--- src/rtl/wdo_pkg.sv ---
package wdo_pkg;
  localparam int LANE_W = 8;

  typedef enum logic [1:0] {
    EV_FRAME_END = 2'd0,
    EV_SYNC_A    = 2'd1,
    EV_SYNC_B    = 2'd2,
    EV_OFF       = 2'd3
  } ev_src_e;
endpackage

--- src/rtl/wdo_watchdog.sv ---
module wdo_watchdog #(
  parameter int TIME_W   = 16,
  parameter int PRESCALE = 1000
) (
  input  logic              clk,
  input  logic              rst,
  input  logic              kick,
  input  logic [TIME_W-1:0] wd_time,
  output logic              wd_ok,
  output logic              kick_pulse
);
  localparam int PRE_W = (PRESCALE > 1) ? $clog2(PRESCALE) : 1;
  localparam logic [PRE_W-1:0] PRE_LAST = PRE_W'(PRESCALE - 1);

  logic              active_q;
  logic [TIME_W-1:0] cnt_q;
  logic [PRE_W-1:0]  pre_q;

  always_ff @(posedge clk) begin
    if (rst) begin
      active_q   <= 1'b0;
      cnt_q      <= '0;
      pre_q      <= '0;
      kick_pulse <= 1'b0;
    end else begin
      kick_pulse <= kick;
      if (kick) begin
        active_q <= 1'b1;
        cnt_q    <= wd_time;
        pre_q    <= '0;
      end else if (active_q) begin
        if (pre_q == PRE_LAST) begin
          pre_q <= '0;
          cnt_q <= cnt_q - 1'b1;
          if (cnt_q <= TIME_W'(1)) active_q <= 1'b0;
        end else begin
          pre_q <= pre_q + 1'b1;
        end
      end
    end
  end

  assign wd_ok = (wd_time == '0) || active_q;
endmodule

--- src/rtl/wdo_evt_sel.sv ---
module wdo_evt_sel
  import wdo_pkg::*;
(
  input  ev_src_e sel,
  input  logic    frame_end,
  input  logic    sync_a,
  input  logic    sync_b,
  output logic    fire
);
  always_comb begin
    unique case (sel)
      EV_FRAME_END: fire = frame_end;
      EV_SYNC_A:    fire = sync_a;
      EV_SYNC_B:    fire = sync_b;
      default:      fire = 1'b0;
    endcase
  end
endmodule

--- src/rtl/wdo_lanes.sv ---
module wdo_lanes
  import wdo_pkg::*;
#(
  parameter int NBYTES = 4,
  localparam int AW = (NBYTES > 1) ? $clog2(NBYTES) : 1
) (
  input  logic                     clk,
  input  logic                     rst,
  input  logic                     wr_en,
  input  logic [AW-1:0]            wr_addr,
  input  logic [LANE_W-1:0]        wr_data,
  output logic [NBYTES*LANE_W-1:0] stage
);
  for (genvar g = 0; g < NBYTES; g++) begin : g_lane
    logic [LANE_W-1:0] lane_q;
    always_ff @(posedge clk) begin
      if (rst)                                  lane_q <= '0;
      else if (wr_en && (wr_addr == AW'(g)))    lane_q <= wr_data;
    end
    assign stage[g*LANE_W +: LANE_W] = lane_q;
  end
endmodule

--- src/rtl/wd_output_stage.sv ---
module wd_output_stage
  import wdo_pkg::*;
#(
  parameter int NBYTES   = 4,
  parameter int TIME_W   = 16,
  parameter int PRESCALE = 1000,
  localparam int DW = NBYTES * LANE_W,
  localparam int AW = (NBYTES > 1) ? $clog2(NBYTES) : 1
) (
  input  logic              clk,
  input  logic              rst,
  input  logic              cfg_loaded,
  input  logic              wr_en,
  input  logic [AW-1:0]     wr_addr,
  input  logic [7:0]        wr_data,
  input  logic [1:0]        ev_sel,
  input  logic              eof_pulse,
  input  logic              sync0_pulse,
  input  logic              sync1_pulse,
  input  logic              oe_ext,
  input  logic [TIME_W-1:0] wd_time,
  input  logic              wd_immediate,
  input  logic              strobe_wd_mode,
  output logic [DW-1:0]     dout,
  output logic              dout_oe,
  output logic              wd_trig
);
  logic [DW-1:0] stage;
  logic [DW-1:0] lat_q, lat_d;
  logic          wd_ok, fire, imm_en;

  wdo_lanes #(.NBYTES(NBYTES)) u_lanes (
    .clk(clk), .rst(rst), .wr_en(wr_en), .wr_addr(wr_addr),
    .wr_data(wr_data), .stage(stage)
  );

  wdo_watchdog #(.TIME_W(TIME_W), .PRESCALE(PRESCALE)) u_wd (
    .clk(clk), .rst(rst), .kick(wr_en), .wd_time(wd_time),
    .wd_ok(wd_ok), .kick_pulse(wd_trig)
  );

  wdo_evt_sel u_evt (
    .sel(ev_src_e'(ev_sel)), .frame_end(eof_pulse),
    .sync_a(sync0_pulse), .sync_b(sync1_pulse), .fire(fire)
  );

  assign imm_en = wd_immediate && !strobe_wd_mode;

  always_comb begin
    lat_d = lat_q;
    if (fire)                 lat_d = wd_ok ? stage : '0;
    else if (imm_en && !wd_ok) lat_d = '0;
  end

  always_ff @(posedge clk) begin
    if (rst) begin
      lat_q   <= '0;
      dout    <= '0;
      dout_oe <= 1'b0;
    end else begin
      lat_q   <= lat_d;
      dout    <= oe_ext ? lat_d : '0;
      dout_oe <= cfg_loaded;
    end
  end
endmodule

--- config.mk ---
export PLATFORM = sky130hd
export DESIGN_NAME = wd_output_stage
export DESIGN_NICKNAME = d
export VERILOG_FILES = /design/src/rtl/wdo_pkg.sv /design/src/rtl/wdo_watchdog.sv /design/src/rtl/wdo_evt_sel.sv /design/src/rtl/wdo_lanes.sv /design/src/rtl/wd_output_stage.sv
export SDC_FILE = /design/constraint.sdc
export NUM_CORES = 1
export LEC_CHECK = 0
export ABC_AREA = 1
export BUFFER_PORTS_ARGS = -buffer_cell sky130_fd_sc_hd__buf_4
export CORE_MARGIN = 5
export CORE_UTILIZATION = 55
export DETAILED_ROUTE_END_ITERATION = 10
export GPL_TIMING_DRIVEN = 0
export PLACE_DENSITY = 0.77
export SETUP_SLACK_MARGIN = 0.1
export SYNTH_ARGS = -nofsm -noshare
export SYNTH_HDL_FRONTEND = slang
export SYNTH_SLANG_ARGS = --single-unit
--- constraint.sdc ---
create_clock -name clk -period 1.55 [get_ports clk]
set_input_delay 0.155 -clock clk [delete_from_list [all_inputs] [get_ports clk]]
set_output_delay 0.155 -clock clk [all_outputs]
set_load 0.1 [all_outputs]
==> metrics <==
status complete, no violations; most used cell along the critical path nor2_4; first-pass GRT wire length 22,600 µm; Final Net Count 817; sequential element share of the synthesized area 50.8%; clk buf depth 2; CP delay by family, top simple AND/OR/NAND/NOR gates; Die Wd 105 µm; Final Max Slew Viols 0; final worst path period need 1.50 ns; GRT Residual Overflow 0; Die Area 11,000 µm²; Final Core Density 77.0%; crit path launch u_wd.pre_q[1]; Worst path depth 8; clock power share 44.9%; Data arrival, critical path 1.94 ns; RSZ-0062 raised after global routing true; drc violations 0; DRT antenna net count 0; Setup TNS 0 ns; Die H 105 µm; clk_skew 0.00531 ns; PnR worst setup slack 0.0506 ns; fraction of final layout cells sized beyond drive strength 1 24.2%; wl on met1 5840 µm; power share of the sequential group 44.1%; syn nets 695; CP max FO 4; vias post-DR 5,068; Post-Synthesis Cells 654; flops & latches, synth 125; share of the synthesized area in the top cell type 50.8%; Root Driver clkbuf_8; Final Setup Violations 0; R2R setup slack 0.05 ns; crit path cell chain ha_4, nand2_4, nor2_4, nand4_1, buf_4, nor2_4, nand2_1, a21oi_2; Wirelength per Cell 16.0 µm; H-tree level count 4; Inserted Diodes 0; dpl cells 832; Psw 2.07 mW; Port Buffers 70; met3 routed WL 1080 µm; reg-to-reg endpoint u_wd.cnt_q[11]; clock buffer count from CTS 17; Yosys warnings 0; metal2 WL 7170 µm; area leader, netlist dfxtp_1; f_max 667 MHz; gpl congestion 0.884; Peak supply drop 873 µV; Initial Utilization 56.5%; Detailed Place HPWL 9150 µm; critical path endpoint category register; FF-to-FF path depth 8; Placement Setup Slack -0.178 ns; WS Path Type register to register; Finished Layout Cells 896; reg2reg start u_wd.pre_q[1]; Clk pin slew, worst setup/hold paths 0.06 ns; TritonCTS clock tree built; worst hold path class input port to register; Logic pwr share 11.1%; top-count cell post-synth dfxtp_1; vias per cell 5.66; drt total wl 14,400 µm; num rows 34; aggregate global-route resource usage 24.9%; Synth Area per Inst 7.54 µm²; Worst EP required 1.99 ns; post-route cell area 6720 µm²; Final Hold Vio Count 0; synthesis-to-layout area growth 36.3%; top cells by area, synth dfxtp_1 51%, nand3_1 12%, a21oi_1 9.3%; clk_lat worst skew 0.52 ns; Main synth FF type dfxtp_1; Post-synth ARST share 0%; largest net degree at the start of global routing 17; Iter 0 DRT Violations 349; worst rel slew slack 52.0%; power consumption 7.62 mW; CP max-delay cell dfxtp_2; initial antenna violation count 0; crit path capture u_wd.cnt_q[11]; Top Layer Used met4; Worst-Margin Slew 0.719 ns; Synth Cell Area 4930 µm²; Min Hold Slack 0.0205 ns; DP Area 5590 µm²; Sw Share 27.2%; core area 8720 µm²; unique cell type count in the Yosys netlist 27; number of global-route vias before repair 4,794; Worst setup SP type register; Post-synth EDFFs 0; Power Density 1130 nW/µm²; I/O pin cnt 72; Commonest cells post-synth 125 x dfxtp_1, 122 x nand3_1, 104 x nand2_1; Power Internal 5.55 mW; period utilization 96.7%; max cap viols 0; CP peak stage delay 0.35 ns; clock sink count 125; P_leak 2.72 nW; 1st-pass router iterations 7; CP bufs+invs 1
cells by family (layout without fill, tap and decap cells):
logic type	Yosys count	count (layout)	synth area share, %
xor+xnor	7	7	1.24
flops	125	125	50.8
compound gates	120	120	12.4
simple gates	325	325	28.8
fa+ha+maj	3	3	0.762
buf+inv	74	208	6.02
timing repair:
action                                  4_1_cts  5_1_grt
pin swaps                                     6       17
endpoints found under the setup margin       80       81
gates cloned                                  1        0
gates resized for setup                      28       61
endpoints found under the hold margin        43        0
hold buffers                                 19        0
buffers inserted                              9        5
cell type report:
class / instances / area [µm²]
plain buffers: 30 / 160
flip-flops and latches: 125 / 2500
inverters: 44 / 169
multi-input cells: 455 / 2410
clock inverters: 14 / 96.3
well taps: 108 / 135
clock buffers: 17 / 414
fillers: 593 / 2000
repair buffers: 103 / 828
state kept, by name, indices dropped and copies added (netlist names):
register and cells:
dout 32, lat_q 32, u_lanes.g_lane.lane_q 32, u_wd.cnt_q 16, u_wd.pre_q 10, dout_oe 1, u_wd.active_q 1, u_wd.kick_pulse 1
power by group through the flow:
stage                     clock network, mW  logic [mW]  registers [mW]
after floorplan                           0       0.405            3.45
after global placement                    0       0.669            3.41
after detailed placement                  0       0.686            3.42
after CTS                              3.42       0.759            3.35
after global routing                   3.59       0.920            3.36
final                                  3.42       0.843            3.36
cell usage in the layout, fill, tap and decap left out, types with 2 or more instances in the layout:
cell	count
nand2_2	3
buf_6	5
nor2_2	6
buf_1	2
dfxtp_2	2
clkinv_4	2
ha_4	2
nand3_2	12
buf_2	5
inv_1	39
nor4_2	2
xor2_1	5
buf_4	86
nand4_1	3
xnor2_1	2
o21ai_0	23
nand2_1	98
inv_2	3
nand3_1	108
nand3_4	2
clkbuf_1	15
a21oi_2	16
clkinvlp_4	4
nor2_4	7
nand2_4	3
clkbuf_16	16
clkinv_2	6
inv_6	3
o211ai_1	2
a31oi_1	2
dfxtp_1	123
nor2_1	74
a21oi_1	76
dlygate4sd3_1	19
nor3_2	2
per-layer routing:
layer / vias up / track usage [%]
met2: 238 / 41.6
li1: 2438 / -
met3: 36 / 6.78
met5: - / 0
met4: 0 / 7.67
met1: 2356 / 31.4
worst min-delay path by stage:
stage                            from             end  slack, ns  depth (start not counted)
after floorplan            cfg_loaded         dout_oe       0.26                          2
after global placement     cfg_loaded         dout_oe       0.36                          3
after detailed placement   cfg_loaded         dout_oe       0.37                          3
after CTS                 wd_time[11]  u_wd.cnt_q[11]      0.007                          5
after global routing      wd_time[11]  u_wd.cnt_q[11]       0.03                          5
final                      wd_time[3]   u_wd.cnt_q[3]       0.02                          5
worst min-delay path, delay by kind of cell:
kind / cells / cell delay (ns)
AND/OR/NAND/NOR: 3 / 0.16
AO/OA/AOI/OAI: 1 / 0.05
buffers and inverters: 1 / 0.11
Power figures use the tool's default switching activity.
